===== config.mk =====
export PLATFORM = sky130hd
export DESIGN_NAME = mdio_page_bridge
export DESIGN_NICKNAME = d
export VERILOG_FILES = /design/src/rtl/mpb_pkg.sv /design/src/rtl/mpb_addr_split.sv /design/src/rtl/mpb_seq.sv /design/src/rtl/mpb_data.sv /design/src/rtl/mdio_page_bridge.sv
export SDC_FILE = /design/constraint.sdc
export NUM_CORES = 1
export LEC_CHECK = 0
export ABC_AREA = 1
export BUFFER_PORTS_ARGS = -buffer_cell sky130_fd_sc_hd__buf_2
export CAP_MARGIN = 10
export CORE_MARGIN = 4
export CORE_UTILIZATION = 50
export CTS_CLUSTER_SIZE = 25
export DETAILED_ROUTE_END_ITERATION = 16
export MAX_ROUTING_LAYER = met4
export PLACE_DENSITY = 0.87
export SLEW_MARGIN = 40
export SYNTH_ARGS = -nofsm -noshare
export SYNTH_HDL_FRONTEND = slang
export SYNTH_HIERARCHICAL = 1
export SYNTH_SLANG_ARGS = --single-unit

===== constraint.sdc =====
create_clock -name clk -period 3.37 [get_ports clk]
set_input_delay 0.5055 -clock clk [delete_from_list [all_inputs] [get_ports clk]]
set_output_delay 0.5055 -clock clk [all_outputs]
set_load 0.02 [all_outputs]

===== src/rtl/mpb_pkg.sv =====
// Shared definitions for the paged register bridge.
// Assumes a 16-bit management bus with 5-bit PHY and register numbers.
package mpb_pkg;
    localparam int REG_W  = 5;
    localparam int HALF_W = 16;

    // Step of the three-access sequence; order is the issue order.
    typedef enum logic [1:0] {
        STEP_IDLE = 2'd0,
        STEP_PAGE = 2'd1,
        STEP_LOW  = 2'd2,
        STEP_HIGH = 2'd3
    } mpb_step_e;
endpackage


===== src/rtl/mpb_addr_split.sv =====
// Splits a remote register address into the page-select word and the
// number of the register that carries the low half-word.
// Assumes the page and index fields fit the bus widths.
module mpb_addr_split #(
    parameter int ADDR_W   = 32,
    parameter int PAGE_LSB = 6,
    parameter int PAGE_W   = 10,
    parameter int IDX_LSB  = 2,
    parameter int IDX_W    = 4
) (
    input  logic [ADDR_W-1:0]          addr,
    output logic [mpb_pkg::HALF_W-1:0] page_word,
    output logic [mpb_pkg::REG_W-1:0]  low_reg
);
    localparam int PAGE_PAD = mpb_pkg::HALF_W - PAGE_W;
    localparam int IDX_PAD  = mpb_pkg::REG_W - IDX_W;

    // Zero-extend the page field to a bus word.
    always_comb begin
        page_word = {{PAGE_PAD{1'b0}}, addr[PAGE_LSB +: PAGE_W]};
    end

    // Zero-extend the index field to a register number.
    always_comb begin
        low_reg = {{IDX_PAD{1'b0}}, addr[IDX_LSB +: IDX_W]};
    end
endmodule


===== src/rtl/mpb_seq.sv =====
// Sequencer: walks page, low and high accesses, aborts on an access
// error and raises a one-cycle completion. Assumes ack is only
// meaningful while an access is presented.
module mpb_seq (
    input  logic               clk,
    input  logic               rst_n,
    input  logic               start,
    input  logic               acc_ack,
    input  logic               acc_err,
    output mpb_pkg::mpb_step_e step,
    output logic               idle,
    output logic               done,
    output logic               error
);
    import mpb_pkg::*;

    logic busy;
    logic last_ack;

    // Decode whether an access is pending and whether this ack finishes.
    always_comb begin
        busy     = (step != STEP_IDLE);
        last_ack = busy && acc_ack && (acc_err || step == STEP_HIGH);
        idle     = !busy;
    end

    // Advance the step on each acknowledge; finish on error or last step.
    always_ff @(posedge clk) begin
        if (!rst_n) begin
            step  <= STEP_IDLE;
            done  <= 1'b0;
            error <= 1'b0;
        end else begin
            done <= 1'b0;
            if (!busy) begin
                if (start) begin
                    step <= STEP_PAGE;
                end
            end else if (acc_ack) begin
                if (last_ack) begin
                    step  <= STEP_IDLE;
                    done  <= 1'b1;
                    error <= acc_err;
                end else begin
                    step <= mpb_step_e'(step + 2'd1);
                end
            end
        end
    end

    AST_DONE_PULSE: assert property (@(posedge clk) disable iff (!rst_n)
        done |=> !done);
    AST_IDLE_ACK_IGNORED: assert property (@(posedge clk) disable iff (!rst_n)
        (step == STEP_IDLE) && !start |=> (step == STEP_IDLE) && !done);
endmodule


===== src/rtl/mpb_data.sv =====
// Data path: keeps the write data, supplies the half-word for each data
// step, keeps the low half of a read and builds the 32-bit response.
// Assumes the sequencer step and the ack are presented together.
module mpb_data #(
    parameter int DATA_W = 32
) (
    input  logic                       clk,
    input  logic                       rst_n,
    input  logic                       load,
    input  logic [DATA_W-1:0]          wdata_in,
    input  logic                       is_write,
    input  mpb_pkg::mpb_step_e         step,
    input  logic                       acc_ack,
    input  logic                       acc_err,
    input  logic [mpb_pkg::HALF_W-1:0] acc_rdata,
    output logic [mpb_pkg::HALF_W-1:0] half_out,
    output logic [DATA_W-1:0]          rdata
);
    import mpb_pkg::*;

    localparam int HW = HALF_W;

    logic [DATA_W-1:0] wdata_q;
    logic [HW-1:0]     low_q;
    logic              good_ack;

    // Acknowledge of a data step that reported no error.
    always_comb begin
        good_ack = acc_ack && !acc_err;
    end

    // Pick the half-word to send in the current data step.
    always_comb begin
        half_out = '0;
        if (is_write) begin
            if (step == STEP_LOW) begin
                half_out = wdata_q[HW-1:0];
            end else if (step == STEP_HIGH) begin
                half_out = wdata_q[2*HW-1:HW];
            end
        end
    end

    // Hold the request write data for the whole transaction.
    always_ff @(posedge clk) begin
        if (!rst_n) begin
            wdata_q <= '0;
        end else if (load) begin
            wdata_q <= wdata_in;
        end
    end

    // Keep the low half of a read until the high half arrives.
    always_ff @(posedge clk) begin
        if (!rst_n) begin
            low_q <= '0;
        end else if (step == STEP_LOW && good_ack) begin
            low_q <= acc_rdata;
        end
    end

    // Build the response word at completion; zero for writes and errors.
    always_ff @(posedge clk) begin
        if (!rst_n) begin
            rdata <= '0;
        end else if (step != STEP_IDLE && acc_ack && (acc_err || step == STEP_HIGH)) begin
            if (good_ack && !is_write) begin
                rdata <= {acc_rdata, low_q};
            end else begin
                rdata <= '0;
            end
        end
    end
endmodule


===== src/rtl/mdio_page_bridge.sv =====
// Top of the paged register bridge. Turns one 32-bit register request
// into page-select, low and high 16-bit accesses at a fixed PHY address.
// Assumes a downstream master that holds each access until it pulses ack.
module mdio_page_bridge #(
    parameter int          ADDR_W   = 32,
    parameter int          DATA_W   = 32,
    parameter int          PAGE_LSB = 6,
    parameter int          PAGE_W   = 10,
    parameter int          IDX_LSB  = 2,
    parameter int          IDX_W    = 4,
    parameter logic [4:0]  PHY_NUM  = 5'h1F,
    parameter logic [4:0]  PAGE_REG = 5'h1F,
    parameter logic [4:0]  HIGH_REG = 5'h10
) (
    input  logic              clk,
    input  logic              rst_n,
    input  logic              req_valid,
    output logic              req_ready,
    input  logic [ADDR_W-1:0] req_addr,
    input  logic              req_write,
    input  logic [DATA_W-1:0] req_wdata,
    output logic              rsp_done,
    output logic              rsp_error,
    output logic [DATA_W-1:0] rsp_rdata,
    output logic              acc_req,
    output logic              acc_write,
    output logic [4:0]        acc_phy,
    output logic [4:0]        acc_reg,
    output logic [15:0]       acc_wdata,
    input  logic              acc_ack,
    input  logic              acc_err,
    input  logic [15:0]       acc_rdata
);
    import mpb_pkg::*;

    mpb_step_e         step;
    logic              idle;
    logic              accept;
    logic [ADDR_W-1:0] addr_q;
    logic              write_q;
    logic [HALF_W-1:0] page_word;
    logic [REG_W-1:0]  low_reg;
    logic [HALF_W-1:0] data_half;

    // Take a request only while idle.
    always_comb begin
        req_ready = idle;
        accept    = req_valid && idle;
    end

    // Latch address and direction of the accepted request.
    always_ff @(posedge clk) begin
        if (!rst_n) begin
            addr_q  <= '0;
            write_q <= 1'b0;
        end else if (accept) begin
            addr_q  <= req_addr;
            write_q <= req_write;
        end
    end

    mpb_addr_split #(
        .ADDR_W  (ADDR_W),
        .PAGE_LSB(PAGE_LSB),
        .PAGE_W  (PAGE_W),
        .IDX_LSB (IDX_LSB),
        .IDX_W   (IDX_W)
    ) u_split (
        .addr     (addr_q),
        .page_word(page_word),
        .low_reg  (low_reg)
    );

    mpb_seq u_seq (
        .clk    (clk),
        .rst_n  (rst_n),
        .start  (accept),
        .acc_ack(acc_ack),
        .acc_err(acc_err),
        .step   (step),
        .idle   (idle),
        .done   (rsp_done),
        .error  (rsp_error)
    );

    mpb_data #(
        .DATA_W(DATA_W)
    ) u_data (
        .clk      (clk),
        .rst_n    (rst_n),
        .load     (accept),
        .wdata_in (req_wdata),
        .is_write (write_q),
        .step     (step),
        .acc_ack  (acc_ack),
        .acc_err  (acc_err),
        .acc_rdata(acc_rdata),
        .half_out (data_half),
        .rdata    (rsp_rdata)
    );

    // Present the access that belongs to the current step.
    always_comb begin
        acc_req   = !idle;
        acc_phy   = PHY_NUM;
        acc_write = 1'b0;
        acc_reg   = '0;
        acc_wdata = '0;
        case (step)
            STEP_PAGE: begin
                acc_write = 1'b1;
                acc_reg   = PAGE_REG;
                acc_wdata = page_word;
            end
            STEP_LOW: begin
                acc_write = write_q;
                acc_reg   = low_reg;
                acc_wdata = data_half;
            end
            STEP_HIGH: begin
                acc_write = write_q;
                acc_reg   = HIGH_REG;
                acc_wdata = data_half;
            end
            default: ;
        endcase
    end

    AST_PAGE_FIRST: assert property (@(posedge clk) disable iff (!rst_n)
        req_valid && req_ready |=> acc_req && acc_write && (acc_reg == PAGE_REG));
    AST_ERR_STOPS: assert property (@(posedge clk) disable iff (!rst_n)
        acc_req && acc_ack && acc_err |=> !acc_req && rsp_done && rsp_error);
    AST_ACCESS_HELD: assert property (@(posedge clk) disable iff (!rst_n)
        acc_req && !acc_ack |=> acc_req && $stable(acc_reg) && $stable(acc_write)
                                && $stable(acc_wdata));
    AST_ADDR_HELD: assert property (@(posedge clk) disable iff (!rst_n)
        acc_req |=> $stable(addr_q));
    AST_WRITE_NO_DATA: assert property (@(posedge clk) disable iff (!rst_n)
        acc_req && acc_ack && write_q |=> rsp_rdata == '0 || !rsp_done);
endmodule


==> results.md <==
* Die Span Y at 106 µm
* Die area at 11300 µm²
* Synth warn at 6
* Die W at 106 µm
* Met3 usage at 3.04%
* Area Overhead vs Synth at 10.9%
* Final net count at 877
* Slowest CP cell: buf_4
* Total power at 2.63 mW
* Vias at 4325
* Critical Path Most Common Cell: nand2_1
* Slowest stage delay, CP at 400 ps
* Top Usage Layer GRT: met2
* Startpoint Class: register
* Status: finished, final reports clean
* Family with the most delay on the worst path: simple AND/OR/NAND/NOR gates
* Syn Area/Cell at 6.77 µm²
* Hold Vio Cnt, Final at 0
* CTS buffer count at 9
* Core Box Area at 9280 µm²
* Cells after Synth at 711
* Post-CTS setup buffer count at 0
* TNS Setup at 0 ps
* First-pass GRT wire length at 17.7 mm
* Share of cells above drive strength 1 at 22.4%
* Hpwl dp at 6.98 mm
* DRC errors left at 0
* Worst rel slew slack at 59.0%
* Antenna cell count at 0
* H-tree depth at 3
* RSZ-0062 raised after global routing: no
* Worst Hold Class: primary input to register
* Fin. max-slew vios at 0
* I/O pin count at 149
* Cell Chain, Critical Path: buf_4 -> inv_2 -> nor2_4 -> nand2_1 -> a21oi_1 -> nand2_1 -> nand2_1 -> buf_2
* Root buffer cell: clkbuf_8
* Worst slew pin tran at 616 ps
* First drt pass iteration count at 4
* Worst Path Buf+Inv at 3
* Req. time, crit path at 2860 ps
* Routability cong. at 0.813
* Hold-fix buffers at CTS at 0
* CP Data Arrival Time at 2170 ps
* Critical path depth at 8
* Routed WL at 10.6 mm
* Max Buffers Root-to-Sink at 2
* Synth Cell Area at 4810 µm²
* Wire per inst at 11.5 µm
* PwrDens at 493 nW/µm²
* Fmax at 374 MHz
* Crit-path max FO at 45
* Hold Crit Depth at 3
* Initial DRC Count at 216
* Clock Sinks at 99
* Clock skew at 12.9 ps
* # rows at 35
* Initial Utilization at 51.8%
* Reg2reg path depth at 7
* Final period util at 79.4%
* Max Cap Viol at 0
* Reg clk slew, reported paths at 110 ps
* GRT overflow at 0
* Maximum VDD drop at 251 µV
* Port bufs at 125
* Crit end category: output pin
* Vias in the first global route at 3909
* Overall routing resource usage at 19.2%
* Routed Antenna Nets at 0
* Largest net degree at the start of global routing at 98
* Post-route minimum period at 2680 ps
* Met1 GRT Util at 26.0%
* Leak at 2.73 nW
* Antenna violations before repair at 0
* Category of the most critical setup path: register to output pin
* M2 GR Usage at 30.2%
* Setup violators final at 0
* CTS tree: yes
* Via density per instance at 4.69
* Post-CTS sizing at 0
* Skew-Pair Late Insertion Delay at 360 ps
[worst register-to-register path: cells and delay by family, from the launching register on]
family	cells	cell delay [ps]
and+or+nand+nor	4	880
buffers and inverters	3	810
DFF	1	350
[routing by layer]
| metal | vias to the layer above | share of wire, % |
|---|---|---|
| met5 | - | 0 |
| li1 | 2297 | - |
| met1 | 1881 | 47 |
| met3 | 9 | 6.0 |
| met4 | 0 | 0.71 |
| met2 | 138 | 47 |
[flip-flops by register name, indices dropped and copies added (netlist names)]
register	flops
u_data/wdata_q	32
u_seq/error	1
u_data/low_q	16
addr_q	14
u_data/rdata	32
u_seq/step	2
u_seq/done	1
write_q	1
[cell type report]
| type | count | area [µm²] |
|---|---|---|
| Fill cell | 949 | 3940 |
| Sequential cell | 99 | 1980 |
| Timing Repair Buffer | 130 | 667 |
| Multi-Input combinational cell | 486 | 2100 |
| Tap cell | 129 | 161 |
| Clock inverter | 7 | 66.3 |
| Clock buffer | 9 | 124 |
| Inverter | 63 | 238 |
[final timing paths]
path / endpoint / slack (ps) / from
max: acc_wdata[5] / 690 / u_seq/step[1]$_SDFFE_PN0P_
min: addr_q[3]$_SDFFE_PN0P_ / 360 / req_addr[3]
max reg2reg: u_data/low_q[0]$_SDFFE_PN0P_ / 1250 / u_seq/step[1]$_SDFFE_PN0P_
min reg2reg: u_seq/error$_SDFFE_PN0P_ / 470 / u_seq/error$_SDFFE_PN0P_
[power breakdown]
group / internal, mW / total (mW) / switching (mW)
sequential: 1.27 / 1.32 / 0.0477
combinational: 0.183 / 0.574 / 0.391
clock: 0.288 / 0.738 / 0.450
[placed cells by master, fill, tap and decap left out]
cell type and count:
conb_1 12, ha_1 2, nor2_2 17, nor2_4 2, inv_8 2, buf_6 1, nand2_1 159, dfxtp_1 99
clkinv_2 1, nand3_2 1, buf_4 4, nand3_1 39, a21oi_2 2, clkinv_4 3, buf_2 125, nand2_2 3
inv_2 5, clkbuf_8 9, nand2_4 1, inv_1 57, nor2_1 150, o21ai_0 50, a21oi_1 48, inv_6 2
[metrics by stage]
| step | cells | hold slack [ps] | utilization (%) | area, µm² | worst slack, ps |
|---|---|---|---|---|---|
| after floorplan | 721 | 454 | - | 4850 | 1480 |
| after global placement | 907 | 452 | 55.4 | 5150 | 815 |
| after detailed placement | 907 | 454 | 55.4 | 5150 | 1120 |
| after CTS | 923 | 349 | 57.5 | 5340 | 692 |
| after global routing | 923 | 356 | 57.5 | 5340 | 495 |
| final | 923 | 359 | 57.5 | 5340 | 694 |
No activity file was read; power rests on OpenSTA's default activity.
